$ cat config.mk
export PLATFORM = sky130hd
export DESIGN_NAME = pcx_unit
export DESIGN_NICKNAME = d
export VERILOG_FILES = /design/src/rtl/pcx_pkg.sv /design/src/rtl/pcx_sync.sv /design/src/rtl/pcx_grp_flag.sv /design/src/rtl/pcx_regs.sv /design/src/rtl/pcx_unit.sv
export SDC_FILE = /design/constraint.sdc
export NUM_CORES = 1
export LEC_CHECK = 0
export ABC_AREA = 1
export BUFFER_PORTS_ARGS = -buffer_cell sky130_fd_sc_hd__buf_2
export CAP_MARGIN = 15
export CORE_ASPECT_RATIO = 1.4
export CORE_MARGIN = 10
export CORE_UTILIZATION = 35
export CTS_CLUSTER_SIZE = 40
export DETAILED_ROUTE_END_ITERATION = 7
export PLACE_DENSITY = 0.49
export SYNTH_ARGS = -nofsm -noshare
export SYNTH_HDL_FRONTEND = slang
export SYNTH_SLANG_ARGS = --single-unit
$ cat constraint.sdc
create_clock -name clk_i -period 2.1 [get_ports clk_i]
set_input_delay 0.42 -clock clk_i [delete_from_list [all_inputs] [get_ports clk_i]]
set_output_delay 0.42 -clock clk_i [all_outputs]
set_load 0.005 [all_outputs]
$ cat src/rtl/pcx_pkg.sv
package pcx_pkg;
  localparam int GROUPS = 3;
  localparam int SLOT_W = 8;
  localparam int PIN_W  = GROUPS * SLOT_W;
  localparam int ADDR_W = 3;

  typedef enum logic [ADDR_W-1:0] {
    A_CTRL = 3'd0,
    A_FLAG = 3'd1,
    A_MSK0 = 3'd2,
    A_MSK1 = 3'd3,
    A_MSK2 = 3'd4
  } reg_addr_e;

  // Bits of a group's slot that have a pin behind them (group 1 lacks its top slot).
  function automatic logic [SLOT_W-1:0] slot_valid(input int g);
    return (g == 1) ? {1'b0, {(SLOT_W-1){1'b1}}} : {SLOT_W{1'b1}};
  endfunction

  function automatic logic [ADDR_W-1:0] mask_addr(input int g);
    return ADDR_W'(int'(A_MSK0) + g);
  endfunction
endpackage

$ cat src/rtl/pcx_sync.sv
module pcx_sync #(
  parameter int W      = 24,
  parameter int STAGES = 2
) (
  input  logic         clk_i,
  input  logic         rst_ni,
  input  logic [W-1:0] din_i,
  output logic [W-1:0] toggle_o
);
  logic [W-1:0] stg_q [STAGES];
  logic [W-1:0] prev_q;
  logic [W-1:0] sync_w;

  always_ff @(posedge clk_i or negedge rst_ni) begin
    if (!rst_ni) begin
      for (int i = 0; i < STAGES; i++) stg_q[i] <= '0;
      prev_q <= '0;
    end else begin
      stg_q[0] <= din_i;
      for (int i = 1; i < STAGES; i++) stg_q[i] <= stg_q[i-1];
      prev_q <= stg_q[STAGES-1];
    end
  end

  assign sync_w   = stg_q[STAGES-1];
  assign toggle_o = sync_w ^ prev_q;


  toggle_real_chk: assert property (@(posedge clk_i) disable iff (!rst_ni)
    (|toggle_o) |-> (sync_w != $past(sync_w)));
endmodule

$ cat src/rtl/pcx_grp_flag.sv
module pcx_grp_flag
  import pcx_pkg::*;
(
  input  logic              clk_i,
  input  logic              rst_ni,
  input  logic [SLOT_W-1:0] tgl_i,
  input  logic [SLOT_W-1:0] mask_i,
  input  logic              grp_en_i,
  input  logic              ack_i,
  input  logic              w1c_i,
  output logic              flag_o
);
  logic [SLOT_W-1:0] hit_w;
  logic              set_ev;
  logic              clr_ev;
  logic              flag_q;

  assign hit_w  = tgl_i & mask_i;
  assign set_ev = grp_en_i & (|hit_w);
  assign clr_ev = ack_i | w1c_i;

  always_ff @(posedge clk_i or negedge rst_ni) begin
    if (!rst_ni)     flag_q <= 1'b0;
    else if (set_ev) flag_q <= 1'b1;
    else if (clr_ev) flag_q <= 1'b0;
  end

  assign flag_o = flag_q;


  flag_cause_chk: assert property (@(posedge clk_i) disable iff (!rst_ni)
    $rose(flag_q) |-> $past(grp_en_i && (|(tgl_i & mask_i))));

  flag_clear_chk: assert property (@(posedge clk_i) disable iff (!rst_ni)
    (!set_ev && (ack_i || w1c_i)) |=> !flag_q);

  set_wins_chk: assert property (@(posedge clk_i) disable iff (!rst_ni)
    set_ev |=> flag_q);
endmodule

$ cat src/rtl/pcx_regs.sv
module pcx_regs
  import pcx_pkg::*;
(
  input  logic                          clk_i,
  input  logic                          rst_ni,
  input  logic                          wr_en_i,
  input  logic [ADDR_W-1:0]             addr_i,
  input  logic [SLOT_W-1:0]             wdata_i,
  input  logic [GROUPS-1:0]             flags_i,
  output logic [GROUPS-1:0]             ctrl_o,
  output logic [GROUPS-1:0]             w1c_o,
  output logic [GROUPS-1:0][SLOT_W-1:0] mask_o,
  output logic [SLOT_W-1:0]             rdata_o
);
  logic [GROUPS-1:0]             ctrl_q;
  logic [GROUPS-1:0][SLOT_W-1:0] mask_q;

  always_ff @(posedge clk_i or negedge rst_ni) begin
    if (!rst_ni) begin
      ctrl_q <= '0;
      mask_q <= '0;
    end else if (wr_en_i) begin
      if (addr_i == A_CTRL) ctrl_q <= wdata_i[GROUPS-1:0];
      for (int g = 0; g < GROUPS; g++)
        if (addr_i == mask_addr(g)) mask_q[g] <= wdata_i & slot_valid(g);
    end
  end

  assign w1c_o = (wr_en_i && addr_i == A_FLAG) ? wdata_i[GROUPS-1:0] : '0;

  always_comb begin
    rdata_o = '0;
    if (addr_i == A_CTRL) rdata_o[GROUPS-1:0] = ctrl_q;
    if (addr_i == A_FLAG) rdata_o[GROUPS-1:0] = flags_i;
    for (int g = 0; g < GROUPS; g++)
      if (addr_i == mask_addr(g)) rdata_o = mask_q[g];
  end

  assign ctrl_o = ctrl_q;
  assign mask_o = mask_q;


  msk1_top_zero_chk: assert property (@(posedge clk_i) disable iff (!rst_ni)
    (addr_i == A_MSK1) |-> !rdata_o[SLOT_W-1]);

  ctrl_write_chk: assert property (@(posedge clk_i) disable iff (!rst_ni)
    (wr_en_i && addr_i == A_CTRL) |=> (ctrl_q == $past(wdata_i[GROUPS-1:0])));
endmodule

$ cat src/rtl/pcx_unit.sv
module pcx_unit
  import pcx_pkg::*;
#(
  parameter int SYNC_STAGES = 2
) (
  input  logic              clk_i,
  input  logic              rst_ni,
  input  logic              glb_en_i,
  input  logic [PIN_W-1:0]  pins_i,
  input  logic [GROUPS-1:0] ack_i,
  input  logic              wr_en_i,
  input  logic [ADDR_W-1:0] addr_i,
  input  logic [SLOT_W-1:0] wdata_i,
  output logic [SLOT_W-1:0] rdata_o,
  output logic [GROUPS-1:0] irq_o
);
  logic [PIN_W-1:0]              tgl_w;
  logic [GROUPS-1:0]             flag_w;
  logic [GROUPS-1:0]             ctrl_w;
  logic [GROUPS-1:0]             w1c_w;
  logic [GROUPS-1:0][SLOT_W-1:0] mask_w;

  pcx_sync #(.W(PIN_W), .STAGES(SYNC_STAGES)) sync_i (
    .clk_i   (clk_i),
    .rst_ni  (rst_ni),
    .din_i   (pins_i),
    .toggle_o(tgl_w)
  );

  pcx_regs regs_i (
    .clk_i  (clk_i),
    .rst_ni (rst_ni),
    .wr_en_i(wr_en_i),
    .addr_i (addr_i),
    .wdata_i(wdata_i),
    .flags_i(flag_w),
    .ctrl_o (ctrl_w),
    .w1c_o  (w1c_w),
    .mask_o (mask_w),
    .rdata_o(rdata_o)
  );

  for (genvar g = 0; g < GROUPS; g++) begin : g_grp
    pcx_grp_flag flag_i (
      .clk_i   (clk_i),
      .rst_ni  (rst_ni),
      .tgl_i   (tgl_w[g*SLOT_W +: SLOT_W]),
      .mask_i  (mask_w[g]),
      .grp_en_i(ctrl_w[g]),
      .ack_i   (ack_i[g]),
      .w1c_i   (w1c_w[g]),
      .flag_o  (flag_w[g])
    );
    assign irq_o[g] = flag_w[g] & ctrl_w[g] & glb_en_i;
  end
endmodule

# Word level (Yosys, flattened, before mapping)

Cells that the tools add are included.

Register bits after elaboration: 101
Output and inout port bits: 11

Equality and inequality tests: 4
Mux-type cells: 12
Bitwise gates (word level): 16
Reduce and logical (&&, ||, !) cells: 12

Operators by type and width:

| operator                                             | number |
|---|---|
| 2-to-1 mux 8 bit                                     | 3 |
| OR reduction 8 bit                                   | 3 |
| bitwise XOR 24 bit                                   | 1 |
| bitwise AND 8 bit                                    | 2 |
| bitwise AND 1 bit                                    | 9 |
| 2-to-1 mux 3 bit                                     | 3 |
| bitwise AND 8 x 7 -> 8 bit                           | 1 |
| AND reduction 2 bit                                  | 4 |
| equality test 3 x 2 -> 1 bit (second input constant) | 2 |
| 2-to-1 mux 1 bit                                     | 6 |
| nonzero test 2 bit                                   | 3 |
| equality test 3 x 1 -> 1 bit (second input constant) | 1 |
| equality test 3 bit (second input constant)          | 1 |
| zero test 3 bit                                      | 1 |
| bitwise OR 1 bit                                     | 3 |
| logical AND 1 bit                                    | 1 |

# Depth between registers and ports, before layout

Word-level depth: 6
Gate-level depth with buffers: 8
Gate-level depth less buffers: 8

# Hierarchy

A second synthesis with hierarchy kept.

Cells, all modules: 414
Area total of the unflattened synthesis: 3841.2 sq um

By module, submodules not included:

| module       | times used | cells each | area an instance (sq um) | sequential area each (sq um) |
|---|---|---|---|---|
| pcx_sync     | 1          | 192        | 2252.2                   | 1801.7 |
| pcx_regs     | 1          | 155        | 1273.7                   | 650.6 |
| pcx_grp_flag | 3          | 20         | 96.3                     | 25.0 |
| pcx_unit     | 1          | 7          | 26.3                     | 0.0 |

# Worst setup path before layout

Ideal clock, no wire load.

Path type: in2out
From: in addr_i[1]
To: out rdata_o[0]
Arrival time: 0.915 ns
Path slack: 0.765 ns
Stages: 5
Path buffers: 0
Cell sequence: nor2_1 nand2_1 o22ai_1 nor2_1 nand3_1

Word-level cells in the longest chain between the ends: 6
Elaborated cells between the ends (all ways): 10
Classes of those cells: eq/ne: 4; mux: 5; reduce/logical: 1

RTL lines:

| item                          | line           | text |
|---|---|---|
| from (decl)                   | pcx_unit.sv:12 | `input logic [ADDR_W-1:0] addr_i,` |
| zero test 3 bit               | pcx_regs.sv:33 | `if (addr_i == A_CTRL) rdata_o[GROUPS-1:0] = ctrl_q;` |
| 2-to-1 mux 3 bit              | pcx_regs.sv:33 |  |
| 2-to-1 mux 3 bit              | pcx_regs.sv:34 | `if (addr_i == A_FLAG) rdata_o[GROUPS-1:0] = flags_i;` |
| 2-to-1 mux 8 bit (2 in a row) | pcx_regs.sv:36 | `if (addr_i == mask_addr(g)) rdata_o = mask_q[g];` |
| 2-to-1 mux 8 bit (*)          | pcx_regs.sv:36 |  |
| to (decl)                     | pcx_unit.sv:14 | `output logic [SLOT_W-1:0] rdata_o,` |

Mark *: on every way between the ends. The rest lies on a longest branch, timed or not.

# Final worst setup path

From: in addr_i[2]
To: out rdata_o[1]

The elaborated chain is that of the path after synthesis.

==> results.sh <==
export IMPL_syn_nets=415
export IMPL_diodes=0
export IMPL_fill_cells=1043
export IMPL_peakVddDrop_uv=478
export IMPL_startpoint_type="primary input"
export IMPL_avgSynthCellArea_um2=10.0
export IMPL_insertion_delay_ps=340
export IMPL_min_period_ps=1680
export IMPL_yosys_top_cells_area="dfrtp_1 (66%), nand2_1 (11%), inv_1 (6.3%)"
export IMPL_max_slew_margin=0.663
export IMPL_p_leak_nw=2.41
export IMPL_grt_max_degree=37
export IMPL_cts_tree="built"
export IMPL_clk_pin_slew_ps=60
export IMPL_io_pins=53
export IMPL_gp_congestion=0.797
export IMPL_cts_sinks=98
export IMPL_rows=44
export IMPL_cp_required_ps=1680
export IMPL_crit_type="in -> out"
export IMPL_slowest_stage="o22ai_1"
export IMPL_syn_area_um2=3740
export IMPL_numCtsBuffers=9
export IMPL_path_buf_inv=2
export IMPL_first_global_vias=2522
export IMPL_holdWs_ps=54.5
export IMPL_coreArea_um2=10400
export IMPL_synth_edff_count=0
export IMPL_area_growth_pct=20.7
export IMPL_startpoint="addr_i[2]"
export IMPL_hold_viol=0
export IMPL_critPathMaxStageDelay_ps=170
export IMPL_min_period_over_period=0.801
export IMPL_hold_buffers=0
export IMPL_postCtsSetupBuffers=0
export IMPL_yosysWarnings=0
export IMPL_die_w_um=107
export IMPL_cts_path_max_buffers=2
export IMPL_min_path_type="in -> async"
export IMPL_synth_top_area_frac=0.656
export IMPL_vias=2386
export IMPL_ys_ff_latch=98
export IMPL_crit_chain="buf_2, nor2_1, nand2_1, o22ai_1, nor2_1, nand3_1, buf_2"
export IMPL_ant_nets=0
export IMPL_setup_viol=0
export IMPL_detailed_place_hpwl_um=5330
export IMPL_synthFlopType="dfrtp_1"
export IMPL_finalMaxSlewViolations=0
export IMPL_yosysSeqAreaShare=0.656
export IMPL_tightest_slew_ps=505
export IMPL_grt_overflow=0
export IMPL_post_drt_via_cell_ratio=4.14
export IMPL_critPathArrivalTime_ps=1260
export IMPL_timing_rr_start="sync_i.sync_w[12]$_DFF_PN0_"
export IMPL_rsz0062_at_grt="false"
export IMPL_cp_top_family="simple AND/OR/NAND/NOR gates"
export IMPL_clock_fmax_mhz=594
export IMPL_routed_wl_um=7180
export IMPL_synth_distinct_cells=19
export IMPL_fp_dieH_um=142
export IMPL_initial_core_util=0.360
export IMPL_fin_skew_ps=6.35
export IMPL_status="completed"
export IMPL_grt_pass1_wl_um=12500
export IMPL_synth_cells_most_frequent="nand2_1 (112), dfrtp_1 (98), inv_1 (63)"
export IMPL_cts_resized=0
export IMPL_power_density_nw_per_um2=990
export IMPL_crit_fanout=3
export IMPL_nets=476
export IMPL_async_reset_ff_frac=1.00
export IMPL_synth_top_area_cell="dfrtp_1"
export IMPL_die_area_um2=15300
export IMPL_htreeDepth=3
export IMPL_syn_inst=373
export IMPL_cts_root_buf="clkbuf_16"
export IMPL_setup_tns_ps=0
export IMPL_track_usage=0.104
export IMPL_drc=0
export IMPL_drtIter0Drc=69
export IMPL_yosysMostFrequentCell="nand2_1"
export IMPL_dr_pass1_iters=4
export IMPL_place_port_buffers=51
export IMPL_wl_per_cell_um=12.4
export IMPL_ff2ff_setup_slack_ps=1040
export IMPL_drive_above_1_share=0.239
export IMPL_worstSetupEndpointType="primary output"
export IMPL_antenna_found_initial=0
export IMPL_cap_violations=0
area by class of cell:
class,count,area (um^2),share of cell area
Clock buffer,12,267,0.0590
Tap cell,138,173,0.0382
Timing Repair Buffer,53,298,0.0659
Inverter,68,263,0.0582
Clock inverter,4,72.6,0.0161
Multi-Input combinational cell,204,992,0.220
Sequential cell,98,2450,0.543
registers in the layout (all words and copies together) (netlist names):
name                 cells
g_grp.flag_i.flag_o      3
regs_i.mask_o           23
regs_i.ctrl_o            3
sync_i.prev_q           23
sync_i.sync_w           23
sync_i.stg_q            23
cells by family after synthesis:
| group | Yosys count | synth area share |
|---|---|---|
| flops | 98 | 0.656 |
| compound gates | 33 | 0.0692 |
| buf+inv | 71 | 0.0793 |
| simple gates | 171 | 0.196 |
worst paths after layout:
check | to | cells after the start
max | rdata_o[1] | 7
min | sync_i.stg_q[28]$_DFF_PN0_ | 1
max reg2reg | g_grp[1].flag_i.flag_o$_DFFE_PN0P_ | 8
min reg2reg | sync_i.sync_w[4]$_DFF_PN0_ | 0
max in group asynchronous | sync_i.stg_q[45]$_DFF_PN0_ | 2
min in group clk_i | sync_i.stg_q[42]$_DFF_PN0_ | 1
layer usage:
layer / up-vias / share of wire / global-route usage / wire length, um
li1: 1269 / - / - / -
met1: 1061 / 0.46 / 0.129 / 3310
met2: 49 / 0.45 / 0.157 / 3260
met3: 7 / 0.064 / 0.0413 / 458
met4: 0 / 0.020 / 0.0465 / 143
met5: - / 0 / 0 / 0
power breakdown:
part	switching, mW	internal (mW)
Clock	0.672	1.14
Combinational	0.270	0.198
Sequential	0.128	2.07
Total	1.07	3.40
metrics by stage:
step	cells	worst slack (ps)	instance area, um^2	power (mW)	utilization
finish	577	417	4520	4.47	0.434
global placement	561	442	4180	2.71	0.402
floorplan	373	765	3740	2.50	-
CTS	577	414	4520	4.55	0.434
global route	577	337	4520	4.75	0.434
detailed placement	561	418	4180	2.72	0.402
layout by cell type (no fill, tap or decap), drive strengths merged:
cell type,netlist,routed
dfrtp,98,98
clkinv,0,1
buf,3,53
nand2,120,120
nor3,3,3
o22ai,3,3
bufinv,0,2
a22o,1,1
nor2,20,20
clkbuf,0,12
nand3,28,28
a22oi,3,3
o21ai,26,26
clkinvlp,0,1
inv,68,68
Power figures use the tool's default switching activity.
